[src/rtl/tmr_pkg.sv]
package tmr_pkg;
    typedef enum logic [1:0] {
        MODE_OFF  = 2'd0,
        MODE_CMP  = 2'd1,
        MODE_AUTO = 2'd2
    } mode_e;

    localparam int OFF_CNT_LO  = 'h00;
    localparam int OFF_CNT_HI  = 'h04;
    localparam int OFF_FREQ    = 'h10;
    localparam int OFF_CMP_LO  = 'h20;
    localparam int OFF_CMP_HI  = 'h24;
    localparam int OFF_REL     = 'h28;
    localparam int OFF_CTL     = 'h2C;
    localparam int OFF_AIV_LO  = 'h40;
    localparam int OFF_AIV_HI  = 'h44;
    localparam int OFF_RELOAD  = 'h48;
    localparam int OFF_AICTL   = 'h4C;
    localparam int OFF_CFG     = 'h50;
    localparam int CFG_VALUE   = 1;
endpackage

[src/rtl/tmr_ge.sv]
module tmr_ge #(
    parameter int W = 64
) (
    input  logic [W-1:0] a_i,
    input  logic [W-1:0] b_i,
    output logic         ge_o
);
    always_comb ge_o = (a_i >= b_i);
endmodule

[src/rtl/tmr_mode_fsm.sv]
module tmr_mode_fsm
    import tmr_pkg::*;
(
    input  logic  clk,
    input  logic  rst_n,
    input  logic  en_i,
    input  logic  ai_en_i,
    output mode_e mode_o,
    output logic  arm_o
);
    mode_e state_q, state_d;

    always_comb begin
        unique case ({en_i, ai_en_i})
            2'b11:   state_d = MODE_AUTO;
            2'b10:   state_d = MODE_CMP;
            default: state_d = MODE_OFF;
        endcase
    end

    always_ff @(posedge clk) begin
        if (!rst_n) state_q <= MODE_OFF;
        else        state_q <= state_d;
    end

    always_comb begin
        mode_o = state_q;
        arm_o  = 1'b0;
        unique case (state_q)
            MODE_OFF:  arm_o = (state_d == MODE_AUTO);
            MODE_CMP:  arm_o = (state_d == MODE_AUTO);
            MODE_AUTO: arm_o = 1'b0;
            default:   arm_o = 1'b0;
        endcase
    end

    // an arm pulse always lands in the auto-increment state
    assert_arm_enters_auto_R8: assert property (@(posedge clk) disable iff (!rst_n)
        arm_o |=> (mode_o == MODE_AUTO));
endmodule

[src/rtl/cmp_timer.sv]
module cmp_timer
    import tmr_pkg::*;
#(
    parameter int DATA_W = 32,
    parameter int ADDR_W = 12,
    localparam int CNT_W = 2 * DATA_W
) (
    input  logic              clk,
    input  logic              rst_n,
    input  logic [CNT_W-1:0]  count_i,
    input  logic [ADDR_W-1:0] addr_i,
    input  logic              wr_en_i,
    input  logic [DATA_W-1:0] wr_data_i,
    output logic [DATA_W-1:0] rd_data_o,
    output logic              irq_o
);
    logic [CNT_W-1:0]  cnt_q, cmp_q, aiv_q;
    logic [DATA_W-1:0] freq_q, reload_q;
    logic              en_q, mask_q, ai_en_q, flag_q, irq_q;
    logic              cmp_ge, aiv_ge, arm, fire, status;
    logic [CNT_W-1:0]  next_aiv, rel_sext, rel_view;
    mode_e             mode;

    function automatic logic hit(input logic [ADDR_W-1:0] a, input int off);
        return a == ADDR_W'(off);
    endfunction

    tmr_ge #(.W(CNT_W)) u_cmp_ge (.a_i(cnt_q), .b_i(cmp_q), .ge_o(cmp_ge));
    tmr_ge #(.W(CNT_W)) u_aiv_ge (.a_i(cnt_q), .b_i(aiv_q), .ge_o(aiv_ge));

    tmr_mode_fsm u_fsm (
        .clk(clk), .rst_n(rst_n), .en_i(en_q), .ai_en_i(ai_en_q),
        .mode_o(mode), .arm_o(arm)
    );

    always_comb begin
        next_aiv = cnt_q + CNT_W'(reload_q);
        rel_sext = {{DATA_W{wr_data_i[DATA_W-1]}}, wr_data_i};
        rel_view = cmp_q - cnt_q;
        fire     = (mode == MODE_AUTO) && aiv_ge;
        unique case (mode)
            MODE_OFF:  status = 1'b0;
            MODE_CMP:  status = cmp_ge;
            MODE_AUTO: status = flag_q;
            default:   status = 1'b0;
        endcase
    end

    always_ff @(posedge clk) begin
        if (!rst_n) begin
            cnt_q    <= '0;
            cmp_q    <= '0;
            aiv_q    <= '0;
            freq_q   <= '0;
            reload_q <= '0;
            en_q     <= 1'b0;
            mask_q   <= 1'b0;
            ai_en_q  <= 1'b0;
            flag_q   <= 1'b0;
            irq_q    <= 1'b0;
        end else begin
            cnt_q <= count_i;
            irq_q <= status && !mask_q;
            if (wr_en_i) begin
                if (hit(addr_i, OFF_FREQ))   freq_q   <= wr_data_i;
                if (hit(addr_i, OFF_RELOAD)) reload_q <= wr_data_i;
                if (hit(addr_i, OFF_CMP_LO)) cmp_q[DATA_W-1:0]     <= wr_data_i;
                if (hit(addr_i, OFF_CMP_HI)) cmp_q[CNT_W-1:DATA_W] <= wr_data_i;
                if (hit(addr_i, OFF_REL))    cmp_q <= cnt_q + rel_sext;
                if (hit(addr_i, OFF_CTL)) begin
                    en_q   <= wr_data_i[0];
                    mask_q <= wr_data_i[1];
                end
                if (hit(addr_i, OFF_AICTL)) ai_en_q <= wr_data_i[0];
            end
            if (arm || fire) aiv_q <= next_aiv;
            if (fire)
                flag_q <= 1'b1;
            else if (wr_en_i && hit(addr_i, OFF_AICTL) && !wr_data_i[1])
                flag_q <= 1'b0;
        end
    end

    always_comb begin
        rd_data_o = '0;
        if      (hit(addr_i, OFF_CNT_LO)) rd_data_o = cnt_q[DATA_W-1:0];
        else if (hit(addr_i, OFF_CNT_HI)) rd_data_o = cnt_q[CNT_W-1:DATA_W];
        else if (hit(addr_i, OFF_FREQ))   rd_data_o = freq_q;
        else if (hit(addr_i, OFF_CMP_LO)) rd_data_o = cmp_q[DATA_W-1:0];
        else if (hit(addr_i, OFF_CMP_HI)) rd_data_o = cmp_q[CNT_W-1:DATA_W];
        else if (hit(addr_i, OFF_REL))    rd_data_o = rel_view[DATA_W-1:0];
        else if (hit(addr_i, OFF_CTL))    rd_data_o = DATA_W'({status, mask_q, en_q});
        else if (hit(addr_i, OFF_AIV_LO)) rd_data_o = aiv_q[DATA_W-1:0];
        else if (hit(addr_i, OFF_AIV_HI)) rd_data_o = aiv_q[CNT_W-1:DATA_W];
        else if (hit(addr_i, OFF_RELOAD)) rd_data_o = reload_q;
        else if (hit(addr_i, OFF_AICTL))  rd_data_o = DATA_W'({flag_q, ai_en_q});
        else if (hit(addr_i, OFF_CFG))    rd_data_o = DATA_W'(CFG_VALUE);
    end

    assign irq_o = irq_q;

    // an interrupt is only raised when the mask was clear
    assert_irq_unmasked_R5: assert property (@(posedge clk) disable iff (!rst_n)
        irq_o |-> !$past(mask_q));
    // a disabled timer never drives the interrupt
    assert_off_quiet_R4: assert property (@(posedge clk) disable iff (!rst_n)
        (mode == MODE_OFF) |=> !irq_o);
    // the sticky flag only rises from a fire in auto mode
    assert_flag_from_auto_R9: assert property (@(posedge clk) disable iff (!rst_n)
        $rose(flag_q) |-> $past(mode == MODE_AUTO));
    // a relative write leaves compare at count plus signed offset
    assert_rel_write_R6: assert property (@(posedge clk) disable iff (!rst_n)
        (wr_en_i && hit(addr_i, OFF_REL)) |=>
        ((cmp_q - $past(cnt_q)) == {{DATA_W{$past(wr_data_i[DATA_W-1])}}, $past(wr_data_i)}));
endmodule

[config.mk]
export PLATFORM = sky130hd
export DESIGN_NAME = cmp_timer
export DESIGN_NICKNAME = d
export VERILOG_FILES = /design/src/rtl/tmr_pkg.sv /design/src/rtl/tmr_ge.sv /design/src/rtl/tmr_mode_fsm.sv /design/src/rtl/cmp_timer.sv
export SDC_FILE = /design/constraint.sdc
export NUM_CORES = 1
export LEC_CHECK = 0
export BUFFER_PORTS_ARGS = -buffer_cell sky130_fd_sc_hd__buf_4
export CORE_ASPECT_RATIO = 2
export CORE_MARGIN = 10
export CORE_UTILIZATION = 65
export DETAILED_ROUTE_END_ITERATION = 10
export HOLD_SLACK_MARGIN = 0.02
export PLACE_DENSITY = 0.91
export SLEW_MARGIN = 20
export SYNTH_ARGS = -nofsm -noshare
export SYNTH_HDL_FRONTEND = slang
export SYNTH_HIERARCHICAL = 1
export SYNTH_SLANG_ARGS = --single-unit
[constraint.sdc]
create_clock -name clk -period 6.6 [get_ports clk]
set_input_delay 1.65 -clock clk [delete_from_list [all_inputs] [get_ports clk]]
set_output_delay 1.65 -clock clk [all_outputs]
set_load 0.01 [all_outputs]
==> flow_summary_export.csv, run 1 <==
group,metric,value,unit
synthesis,synth_seq_cells,263,
synthesis,synthArstFlopShare,0,%
clock_tree,cts_resized,0,
synthesis,synth_seq_area_share,24.4,%
synthesis,synth_top_cell_area_share,24.4,%
synthesis,syn_inst,2867,
synthesis,syn_nets,3237,
grt,track_usage,54.4,%
outcome,stop_error,"[ERROR GRT-0116] Global routing finished with congestion. Check the congestion regions in the DRC Viewer.",
synthesis,synth.avg_cell_area,7.53,µm²
placement,io_buffer_count,143,
clock_tree,ctsRootBufferMaster,"clkbuf_16",
floorplan,die_y,278,µm
grt,grt_overflow,2,
synthesis,syn_area,21600,µm²
synthesis,ys_types,92,
floorplan,die_w,149,µm
synthesis,synth_largest_area_cell,"dfxtp_1",
grt,grt_max_degree,59,
synthesis,ys_top_cells_by_area,"dfxtp_1, ha_1, a21oi_1, nand2_1, o21ai_0",
floorplan,rows,94,
placement,dpl.hpwl,79400,µm
synthesis,synth_ff_type,"dfxtp_1",
clock_tree,cts_buffer_depth,3,
clock_tree,cts_hold_buf,0,
outcome,outcome,"did not finish",
synthesis,ys_warn_count,6,
grt,grt_first_pass_wirelength,167000,µm
placement,gp_congestion,1.17,
floorplan,start_util,65.8,%
outcome,haltStage,"global routing",
clock_tree,htree_num_levels,1,
clock_tree,cts_setup_buffers,0,
grt,first_global_vias,25400,
synthesis,synth_edf_count,0,
clock_tree,cts-buffers-inserted,27,
floorplan,ios,144,
clock_tree,cts.sinks,263,
cell families after synthesis:
logic type	count (synthesis)	synth area share, %
adder cells (fa/ha/maj)	259	15.1
multiplexers	11	0.527
buffers and inverters	337	6.09
AO/OA/AOI/OAI	955	28.6
XOR/XNOR	141	5.72
flip-flops	263	24.4
AND/OR/NAND/NOR	901	19.6
synthesized netlist by cell type, types with 8 or more instances:
cell and instances:
nand2_1 381, a21oi_1 306, dfxtp_1 263, ha_1 256, inv_1 190, o21ai_0 181
nor2_1 159, clkbuf_1 114, a21o_1 97, xnor2_1 85, and2_1 80, nand3_1 80
a31oi_1 63, xor2_1 56, nand4_1 51, nor3_1 40, a211oi_1 27, a221oi_1 26
and3_1 26, o211ai_1 26, o22ai_1 25, a222oi_1 23, buf_2 23, o21bai_1 21
a22oi_1 18, nand2b_1 17, or3_1 15, o21a_1 13, o21ai_1 13, a311oi_1 11
nor2b_1 10, a221o_1 9, o31ai_1 9, a21oi_2 8, mux2i_1 8
per-layer routing:
| metal | GRT usage, % | GRT overflow |
|---|---|---|
| met4 | 56.0 | 1 |
| met1 | 52.2 | 0 |
| met5 | 5.37 | 0 |
| met3 | 28.4 | 0 |
| met2 | 79.0 | 1 |
per-stage QoR:
step | area (µm²) | hold WS [ps] | worst slack [ps] | std cells
after CTS | 24200 | 454 | 422 | 3425
after detailed placement | 23300 | 445 | 656 | 3379
after global placement | 23300 | 441 | 688 | 3379
after floorplan | 21600 | 422 | 1210 | 2867
==> inputs of run 2 (changes only) <==
- CORE_ASPECT_RATIO: 2 -> unset
- CORE_UTILIZATION: 65 -> 40
- HOLD_SLACK_MARGIN: 0.02 -> unset
- PLACE_DENSITY: 0.91 -> unset
- PLACE_DENSITY_LB_ADDON: unset -> 0.15
==> flow_summary_export.csv, run 2 <==
group,metric,value,unit
route,antenna_left,0,
grt,first_global_vias,21600,
finish,fin_nets,3353,
synthesis,synth_largest_area_cell,"dfxtp_1",
setup_path,crit_type,"register to output pin",
route,post_drt_wl_per_cell,27.8,µm
setup_path,path_max_fanout,7,
placement,dpl.hpwl,80200,µm
sta,relSlewSlack,24.4,%
finish,layout_commonest_cell,"nand2_1",
grt,grt_first_pass_wirelength,148000,µm
synthesis,synth_edf_count,0,
flow_run,drv_cap,0,
clock_tree,cts_hold_buf,0,
setup_path,cp-end-kind,"output pin",
synthesis,synth_seq_cells,263,
clock_tree,clock_latency,560,ps
sta,max_freq,0.154,GHz
finish,drive_gt1_share,11.7,%
sta,post-route-period-util,98.7,%
clock_tree,clkSlewWorstSetupHoldPaths,60,ps
synthesis,synth_seq_area_share,24.4,%
floorplan,die_y,252,µm
sta,rsz0062_at_grt,"no",
floorplan,core-area,53600,µm²
power_and_ir_drop,leakage,10.3,nW
synthesis,synth.avg_cell_area,7.53,µm²
clock_tree,cts_tree,"yes",
sta,fin_skew,21.3,ps
clock_tree,cts-buffers-inserted,35,
route,vias,23000,
worst_hold_path,hp-class,"register to register",
power_and_ir_drop,powerDensity,184,nW/µm²
floorplan,die_w,252,µm
setup_path,critPathLaunch,"cnt_q[1]",
sta,drv_slew,0,
setup_path,start_kind,"register",
sta,hold_violations,0,
grt,grt_overflow,0,
synthesis,syn_area,21600,µm²
outcome,outcome,"finished, final reports clean",
grt,antenna_found_initial,4,
synthesis,synth_top_cell_area_share,24.4,%
clock_tree,cts_buffer_depth,3,
floorplan,start_util,40.3,%
floorplan,rows,85,
route,first_pass_iters,7,
setup_path,worstReg2RegStart,"aiv_q[43]",
clock_tree,ctsRootBufferMaster,"clkbuf_16",
placement,io_buffer_count,143,
setup_path,reg2reg_slack,1910,ps
sta,setup_viol,0,
setup_path,arrival,4860,ps
synthesis,synth_ff_type,"dfxtp_1",
finish,areaGrowthSynthToFinish,15.3,%
power_and_ir_drop,power.total,4.58,mW
finish,final_cell_mix,"nand2_1, a21oi_1, dfxtp_1",
power_and_ir_drop,ir_drop,0.154,mV
route,avgViaCountPerCell,6.22,
placement,gp_congestion,1.06,
floorplan,dieArea,63700,µm²
worst_hold_path,holdCritStartpoint,"mask_q",
sta,worst_slew_pin_slew,1120,ps
clock_tree,htree_num_levels,2,
setup_path,worstPathRequired,4950,ps
synthesis,syn_nets,3237,
route,drtIter0Drc,2665,
synthesis,ys_warn_count,6,
grt,track_usage,31.3,%
route,drt_wl_total,103000,µm
synthesis,synthArstFlopShare,0,%
floorplan,ios,144,
synthesis,synthTopCellsByCount,"nand2_1, a21oi_1, dfxtp_1",
sta,tns,0,ps
clock_tree,cts.sinks,263,
grt,grt_max_degree,73,
synthesis,synth.most_common_cell,"nand2_1",
route,drc,0,
finish,reg.largest.list,"aiv_q: 64 flops, cmp_q: 64 flops, cnt_q: 64 flops",
synthesis,ys_types,92,
synthesis,ys_top_cells_by_area,"dfxtp_1, ha_1, a21oi_1, nand2_1, o21ai_0",
sta,min_period,6510,ps
synthesis,syn_inst,2867,
run 2: metal layers:
metal	routed length [µm]	global-route usage, %	up-vias
met1	41800	39.3	10900
met3	8680	5.53	296
met4	7290	20.2	4
met2	45100	48.8	1189
met5	21	0	-
li1	-	-	10600
run 2: report_power, final:
part	internal, mW	switching, mW	leakage, nW
Combinational	0.325	0.527	7.61
Clock	1.28	0.802	0.599
Sequential	1.61	0.0394	2.14
run 2: final timing paths:
path                                      end  cells past startpoint
worst max-delay path            rd_data_o[31]                     15
worst max register to register      aiv_q[30]                     13
worst min register to register          irq_o                      1
worst min-delay path                    irq_o                      1
run 2: final cells by class:
cell class                 count  area (µm²)
fill                        5470       28700
multi-input combinational   2267       15100
sequential                   263        5270
timing repair buffer         226        1730
clock buffer                  49        1020
tap                          696         871
inverter                     190         716
clock inverter                12         196
antenna                        2        5.00
run 2: timing repair:
| action | CTS | global route |
|---|---|---|
| gates cloned | 0 | 0 |
| endpoints found under the hold margin | 0 | 0 |
| setup buffers | 0 | 2 |
| pin swaps | 0 | 1 |
| resized for setup | 1 | 2 |
| endpoints found under the setup margin | 1 | 3 |
run 2: stage by stage:
stage | setup WS, ps | cells | utilization, % | hold WS [ps] | instance area [µm²]
final | 87.0 | 3705 | 46.4 | 461 | 24900
after global placement | 376 | 3640 | 44.1 | 446 | 23600
after detailed placement | 208 | 3640 | 44.1 | 444 | 23600
after global routing | 40.8 | 3703 | 46.4 | 466 | 24900
after CTS | 49.1 | 3701 | 46.4 | 451 | 24900
after floorplan | 1210 | 2867 | - | 422 | 21600
run 2: cells by family after synthesis:
| group | count (synthesis) | share of synthesized area [%] |
|---|---|---|
| AND/OR/NAND/NOR | 901 | 19.6 |
| multiplexers | 11 | 0.527 |
| adder cells (fa/ha/maj) | 259 | 15.1 |
| XOR/XNOR | 141 | 5.72 |
| buffers and inverters | 337 | 6.09 |
| flip-flops | 263 | 24.4 |
| AO/OA/AOI/OAI | 955 | 28.6 |
run 2: critical path, cell delays in order (launching register included):
cell and delay (ps):
dfxtp_1 510, inv_1 170, ha_1 300, nor2b_1 110
o21ai_0 140, a21oi_1 320, o21ai_1 220, nand2_1 180
a221oi_1 130, o31ai_1 750, a221oi_2 160, buf_4 190
o21ai_0 410, xnor2_1 140, o21ai_0 360, buf_4 200
Note: power is estimated with default switching activity, not from simulation.
